--- src/rtl/slp_pkg.sv ---
package slp_pkg;

  typedef enum logic [2:0] {
    MODE_ACTIVE  = 3'd0,
    MODE_PAR_PIN = 3'd1,
    MODE_PAR_SW  = 3'd2,
    MODE_DPD     = 3'd3,
    MODE_RECOVER = 3'd4
  } lpMode_t;

  typedef enum logic [1:0] {
    LOSS_NONE = 2'd0,
    LOSS_PART = 2'd1,
    LOSS_ALL  = 2'd2
  } lossKind_t;

  // Strobes from control to datapath.
  typedef struct packed {
    logic capAddr;    // write strobe active: track the address
    logic commitPin;  // pin write has ended: load the register
    logic takeSw;     // software load is honoured
    logic markPar;    // partial refresh is being entered
    logic markDpd;    // deep power-down is being entered
  } lpStrobe_t;

endpackage

--- src/rtl/slp_ctrl.sv ---
module slp_ctrl
  import slp_pkg::*;
#(
  parameter int HOLD_CYC  = 2500,
  parameter int RECOV_CYC = 37500
) (
  input  logic      clk,
  input  logic      rstN,
  input  logic      sleepN,
  input  logic      ceN,
  input  logic      weN,
  input  logic      swWrEn,
  input  logic      swSleepBit,
  input  logic      cfgSleep,
  input  logic      swLoaded,
  output lpMode_t   mode,
  output lpStrobe_t stb
);

  localparam int HOLD_W = $clog2(HOLD_CYC + 1);
  localparam int REC_W  = $clog2(RECOV_CYC + 1);

  logic              wrAct, wrActQ;
  logic              pinPathOpen, swOk, holdDone, recDone;
  logic [HOLD_W-1:0] holdCnt;
  logic [REC_W-1:0]  recCnt;
  lpMode_t           nextMode;

  assign wrAct       = !ceN && !weN;
  assign pinPathOpen = (mode == MODE_ACTIVE) || (mode == MODE_PAR_PIN) || (mode == MODE_PAR_SW);
  assign swOk        = swWrEn && ((mode == MODE_ACTIVE) || (mode == MODE_PAR_SW));
  assign holdDone    = (mode == MODE_ACTIVE) && !sleepN && (holdCnt == HOLD_W'(HOLD_CYC));
  assign recDone     = (recCnt == REC_W'(RECOV_CYC - 1));

  always_comb begin
    nextMode = mode;
    unique case (mode)
      MODE_ACTIVE: begin
        if (swOk && swSleepBit)         nextMode = MODE_PAR_SW;
        else if (holdDone && !cfgSleep) nextMode = MODE_DPD;
        else if (holdDone && !swLoaded) nextMode = MODE_PAR_PIN;
      end
      MODE_PAR_PIN: if (sleepN)                nextMode = MODE_ACTIVE;
      MODE_PAR_SW:  if (swOk && !swSleepBit)   nextMode = MODE_ACTIVE;
      MODE_DPD:     if (sleepN)                nextMode = MODE_RECOVER;
      MODE_RECOVER: if (recDone)               nextMode = MODE_ACTIVE;
      default:                                 nextMode = MODE_ACTIVE;
    endcase
  end

  always_comb begin
    stb.capAddr   = wrAct;
    stb.commitPin = wrActQ && !wrAct && !sleepN && pinPathOpen;
    stb.takeSw    = swOk;
    stb.markPar   = (mode == MODE_ACTIVE) &&
                    ((nextMode == MODE_PAR_PIN) || (nextMode == MODE_PAR_SW));
    stb.markDpd   = (mode == MODE_ACTIVE) && (nextMode == MODE_DPD);
  end

  always_ff @(posedge clk or negedge rstN) begin
    if (!rstN) begin
      mode    <= MODE_ACTIVE;
      wrActQ  <= 1'b0;
      holdCnt <= '0;
      recCnt  <= '0;
    end else begin
      mode   <= nextMode;
      wrActQ <= wrAct;
      if ((mode == MODE_ACTIVE) && !sleepN) begin
        if (holdCnt != HOLD_W'(HOLD_CYC)) holdCnt <= holdCnt + 1'b1;
      end else begin
        holdCnt <= '0;
      end
      if (mode == MODE_RECOVER) recCnt <= recCnt + 1'b1;
      else                      recCnt <= '0;
    end
  end

endmodule

--- src/rtl/slp_dpath.sv ---
module slp_dpath
  import slp_pkg::*;
#(
  parameter int ADDR_W = 20,
  parameter int DATA_W = 16
) (
  input  logic              clk,
  input  logic              rstN,
  input  logic [ADDR_W-1:0] addr,
  input  logic [DATA_W-1:0] swWrData,
  input  logic [ADDR_W-1:0] probeAddr,
  input  lpMode_t           mode,
  input  lpStrobe_t         stb,
  output logic [ADDR_W-1:0] cfgOut,
  output logic              swLoaded,
  output logic              probeRefreshed,
  output logic              probeValid
);

  localparam logic [ADDR_W-1:0] CFG_RESET = ADDR_W'(8'h80);
  localparam logic [ADDR_W:0]   FULL_SPAN = (ADDR_W + 1)'(1) << ADDR_W;

  logic [ADDR_W-1:0] addrHold;
  logic [ADDR_W-1:0] swExt;
  logic [2:0]        keptCode;
  lossKind_t         lossKind;

  assign swExt = ADDR_W'(swWrData);

  function automatic logic regionHit(input logic [2:0] code, input logic [ADDR_W-1:0] a);
    logic [ADDR_W:0] span;
    span = FULL_SPAN >> code[1:0];
    if (code == 3'b000)      return 1'b1;
    else if (code == 3'b100) return 1'b0;
    else if (!code[2])       return {1'b0, a} < span;
    else                     return {1'b0, a} >= (FULL_SPAN - span);
  endfunction

  always_ff @(posedge clk or negedge rstN) begin
    if (!rstN) begin
      cfgOut   <= CFG_RESET;
      addrHold <= '0;
      swLoaded <= 1'b0;
      keptCode <= 3'b000;
      lossKind <= LOSS_NONE;
    end else begin
      if (stb.capAddr) addrHold <= addr;
      if (stb.commitPin)   cfgOut <= addrHold;
      else if (stb.takeSw) cfgOut <= swExt;
      if (stb.takeSw) swLoaded <= 1'b1;
      if (stb.markDpd) begin
        lossKind <= LOSS_ALL;
      end else if (stb.markPar) begin
        lossKind <= LOSS_PART;
        keptCode <= stb.takeSw ? swExt[2:0] : cfgOut[2:0];
      end
    end
  end

  always_comb begin
    unique case (mode)
      MODE_ACTIVE:              probeRefreshed = 1'b1;
      MODE_PAR_PIN, MODE_PAR_SW: probeRefreshed = regionHit(cfgOut[2:0], probeAddr);
      default:                  probeRefreshed = 1'b0;
    endcase
    unique case (lossKind)
      LOSS_NONE: probeValid = 1'b1;
      LOSS_PART: probeValid = regionHit(keptCode, probeAddr);
      default:   probeValid = 1'b0;
    endcase
  end

endmodule

--- src/rtl/slp_lowpower.sv ---
module slp_lowpower
  import slp_pkg::*;
#(
  parameter int ADDR_W    = 20,
  parameter int DATA_W    = 16,
  parameter int HOLD_CYC  = 2500,
  parameter int RECOV_CYC = 37500
) (
  input  logic              clk,
  input  logic              rstN,
  input  logic              sleepN,
  input  logic              ceN,
  input  logic              weN,
  input  logic [ADDR_W-1:0] addr,
  input  logic              swWrEn,
  input  logic [DATA_W-1:0] swWrData,
  input  logic [ADDR_W-1:0] probeAddr,
  output logic [2:0]        mode,
  output logic [ADDR_W-1:0] cfgOut,
  output logic              accessGrant,
  output logic              probeRefreshed,
  output logic              probeValid
);

  lpMode_t   curMode;
  lpStrobe_t stb;
  logic      swLoaded;

  slp_ctrl #(
    .HOLD_CYC (HOLD_CYC),
    .RECOV_CYC(RECOV_CYC)
  ) i_ctrl (
    .clk       (clk),
    .rstN      (rstN),
    .sleepN    (sleepN),
    .ceN       (ceN),
    .weN       (weN),
    .swWrEn    (swWrEn),
    .swSleepBit(swWrData[4]),
    .cfgSleep  (cfgOut[4]),
    .swLoaded  (swLoaded),
    .mode      (curMode),
    .stb       (stb)
  );

  slp_dpath #(
    .ADDR_W(ADDR_W),
    .DATA_W(DATA_W)
  ) i_dpath (
    .clk           (clk),
    .rstN          (rstN),
    .addr          (addr),
    .swWrData      (swWrData),
    .probeAddr     (probeAddr),
    .mode          (curMode),
    .stb           (stb),
    .cfgOut        (cfgOut),
    .swLoaded      (swLoaded),
    .probeRefreshed(probeRefreshed),
    .probeValid    (probeValid)
  );

  assign mode        = curMode;
  assign accessGrant = !ceN && (curMode == MODE_ACTIVE);

endmodule

--- config.mk ---
export PLATFORM = sky130hd
export DESIGN_NAME = slp_lowpower
export DESIGN_NICKNAME = d
export VERILOG_FILES = /design/src/rtl/slp_pkg.sv /design/src/rtl/slp_ctrl.sv /design/src/rtl/slp_dpath.sv /design/src/rtl/slp_lowpower.sv
export SDC_FILE = /design/constraint.sdc
export NUM_CORES = 1
export LEC_CHECK = 0
export ABC_AREA = 1
export BUFFER_PORTS_ARGS = -buffer_cell sky130_fd_sc_hd__buf_4
export CAP_MARGIN = 20
export CORE_ASPECT_RATIO = 1.4
export CORE_MARGIN = 2
export CORE_UTILIZATION = 30
export CTS_CLUSTER_DIAMETER = 40
export DETAILED_ROUTE_END_ITERATION = 10
export HOLD_SLACK_MARGIN = 0.02
export PLACE_DENSITY_LB_ADDON = 0.08
export SYNTH_ARGS = -nofsm -noshare
export SYNTH_HDL_FRONTEND = slang
export SYNTH_SLANG_ARGS = --single-unit
--- constraint.sdc ---
create_clock -name clk -period 4 [get_ports clk]
set_input_delay 0 -clock clk [delete_from_list [all_inputs] [get_ports clk]]
set_output_delay 0 -clock clk [all_outputs]
set_load 0.005 [all_outputs]
==> impl_metrics.tcl <==
set metrics [dict create \
    power.clock.fraction_pct 45.0 \
    cp-start-kind "flop" \
    synth-seq-cells 78 \
    fin_util_pct 41.02 \
    crit_family "compound AO/OA/AOI/OAI gates" \
    critPathKind "flop to output port" \
    maxSlewHeadroom_pct 54.51 \
    core_area_um2 12750 \
    layout_commonest_cell "nand2_1" \
    postCtsResizedCells 0 \
    nFillCells 1307 \
    tightest_slew_ns 0.6799 \
    p_leak_nw 2.423 \
    startpoint "i_dpath.cfgOut[1]$_DFFE_PN0P_" \
    holdCritPathClass "input pin to asynchronous set/reset pin" \
    power.net_switching_mw 0.4211 \
    cpPeakStageDelay_ns 0.43 \
    yosysSeqAreaShare_pct 50.18 \
    antennaDiodeCount 0 \
    setup_viol 0 \
    p_comb_share_pct 9.0 \
    synth_edf_count 0 \
    ys.flop_type "dfrtp_1" \
    gp_congestion 0.7695 \
    worst_r2r_endpoint "i_ctrl.recCnt[9]$_DFF_PN0_" \
    yosys_warnings 0 \
    synthCells 451 \
    wire_per_inst_um 13.46 \
    gr-total-overflow 0 \
    drcViolationCount 0 \
    tritoncts "done" \
    stdcell_area_um2 5231 \
    dieHeight_um 138.8 \
    dp_hpwl_mm 6.443 \
    avgSynthCellArea_um2 8.631 \
    finalClockSkew_ns 0.006643 \
    synth_cell_types 44 \
    cp.arrival_ns 2.15 \
    antenna_found_initial 0 \
    async_flop_share_pct 100.0 \
    power_density_nw_per_um2 348.8 \
    vdd_drop_max_v 0.0001950 \
    cts-root-buf "clkbuf_16" \
    fmax_ghz 0.4650 \
    nets 630 \
    seqCellArea_um2 1953 \
    path_common_cell "o21ai_0" \
    status "finished clean" \
    clk_latency_ns 0.33 \
    grt_max_degree 79 \
    num_vias 3373 \
    whs_ns 0.03982 \
    clock_path_buffers 2 \
    path_max_fanout 6 \
    die-area_um2 13920 \
    clock-sinks 78 \
    dr.pass1.iters 4 \
    power_frac_seq_pct 46.0 \
    r2r_setup_slack_ns 2.07 \
    cts_buffers 9 \
    fin_crit_ns 2.151 \
    syn_to_final_growth_pct 34.39 \
    total_power_mw 1.825 \
    fp.dieW_um 100.3 \
    synth_area_um2 3892 \
    critPathBufInv 2 \
    drive_above_1_share_pct 21.75 \
    grt_pass1_wl_mm 16.06 \
    synth_fp_nets 525 \
    rsz0062_at_grt "no" \
    multi_input_area_um2 1648 \
    place_area_um2 4581 \
    r2r-start "i_ctrl.mode[0]$_DFF_PN0_" \
    clkTransAtPathRegs_ns 0.07 \
    r2r_cells 5 \
    ioPinCount 88 \
    viasPerCell 4.724 \
    slew_violations 0 \
    track_usage_pct 14.51 \
    setup_tns_ns 0 \
    p_sw_share_pct 23.08 \
    h-tree-depth 3 \
    cts_setup_buffers 0 \
    crit_chain "inv_1 > or2_2 > ha_1 > o21ai_0 > nand2_1 > o211ai_1 > o21ai_0 > a21boi_0 > buf_4" \
    routed_wl_mm 9.608 \
    start_util_pct 30.52 \
    final_cell_mix "nand2_1, dfrtp_1, buf_4, inv_1" \
    finalHoldViolCount 0 \
    period_share_pct 53.77 \
    fp-row-count 49 \
    internal_power_mw 1.403 \
    port-buffer-count 70 \
    grt_pass1_vias 3315 \
    required_ns 4.00 \
    drt-initial-drc-count 129 \
    end_kind "output port" \
    max_cap_violations 0 \
    critical-path-slowest-cell "dfrtp_1" \
    route.antenna.remaining_nets 0 \
]
## synthesized netlist by cell type, types with 3 or more instances
master / n / share of area, %
nand3_1: 40 / 5.1
o21a_1: 5 / 0.96
clkbuf_1: 5 / 0.48
nand2_1: 79 / 7.6
nand2_2: 6 / 0.96
nand4_1: 4 / 0.64
ha_1: 12 / 3.9
nor2_2: 3 / 0.48
nor4_1: 3 / 0.48
inv_1: 56 / 5.4
nor3_1: 11 / 1.4
mux2_2: 4 / 1.2
o211ai_1: 14 / 2.7
buf_2: 5 / 0.64
or2_2: 3 / 0.48
nor2_1: 26 / 2.5
o21ai_0: 40 / 5.1
inv_2: 7 / 0.68
dfrtp_1: 77 / 50
a21oi_1: 20 / 2.6
## final cells by class
class,count,area share [%]
clock buffers,11,4.449
inverters,64,4.592
clock inverters,5,1.148
multi-input cells,296,31.50
repair buffers,107,17.32
well taps,153,3.659
flip-flops and latches,78,37.34
## stage by stage
step	setup WS [ns]	std cells
after CTS	1.765	713
after floorplan	2.486	451
after global placement	2.034	664
after detailed placement	2.070	664
final	1.849	714
after global routing	1.617	714
## registers in the layout, indices dropped and copies added, names as in the netlist
name,flops
i_dpath.addrHold,20
i_dpath.cfgOut,20
i_ctrl.recCnt,16
i_ctrl.holdCnt,12
i_ctrl.mode,3
i_dpath.keptCode,3
i_dpath.lossKind,2
i_ctrl.wrActQ,1
i_dpath.swLoaded,1
## worst reg2reg max path, stage by stage (launching register included)
cell     delay (ns)
dfrtp_1        0.45
inv_2          0.13
nand2_4        0.09
nor2_1         0.53
inv_1          0.33
nor3b_1        0.30
## cells by family (layout without fill, tap and decap cells)
logic type | after synthesis | in the layout | share of synthesized area, %
compound gates | 91 | 91 | 13.69
xor+xnor | 2 | 2 | 0.4501
fa+ha+maj | 12 | 12 | 3.857
buf+inv | 77 | 187 | 7.682
flops | 78 | 78 | 50.18
mux | 4 | 4 | 1.157
simple gates | 187 | 187 | 22.98
## per-layer routing
metal / track usage, % / vias to the layer above / share of wire, %
met5: 0 / - / 0
met4: 5.984 / 0 / 2.6
met3: 3.377 / 15 / 3.3
met2: 24.13 / 58 / 50
met1: 17.93 / 1587 / 44
li1: - / 1713 / -
## repair_timing
action                                 4_1_cts  5_1_grt
setup endpoints to repair                    0        0
hold buffers                                33        0
endpoints found under the hold margin      109        0
## power groups by stage
| stage | clock network [mW] | logic, mW | registers, mW |
|---|---|---|---|
| detailed placement | 0 | 0.138 | 0.855 |
| floorplan | 0 | 0.0582 | 0.852 |
| CTS | 0.848 | 0.165 | 0.840 |
| global placement | 0 | 0.135 | 0.854 |
| finish | 0.821 | 0.164 | 0.840 |
| global route | 0.883 | 0.186 | 0.843 |
## how the worst max path moves through the flow
stage,endpoint,slack [ns],cells past startpoint
after global placement,i_ctrl.recCnt[9]$_DFF_PN0_,2.03,5
final,probeRefreshed,1.85,9
after floorplan,i_dpath.keptCode[0]$_DFFE_PN0P_,2.49,12
after global routing,probeRefreshed,1.62,9
after CTS,probeRefreshed,1.77,9
after detailed placement,i_ctrl.recCnt[9]$_DFF_PN0_,2.07,5
Power figures use the tool's default switching activity.
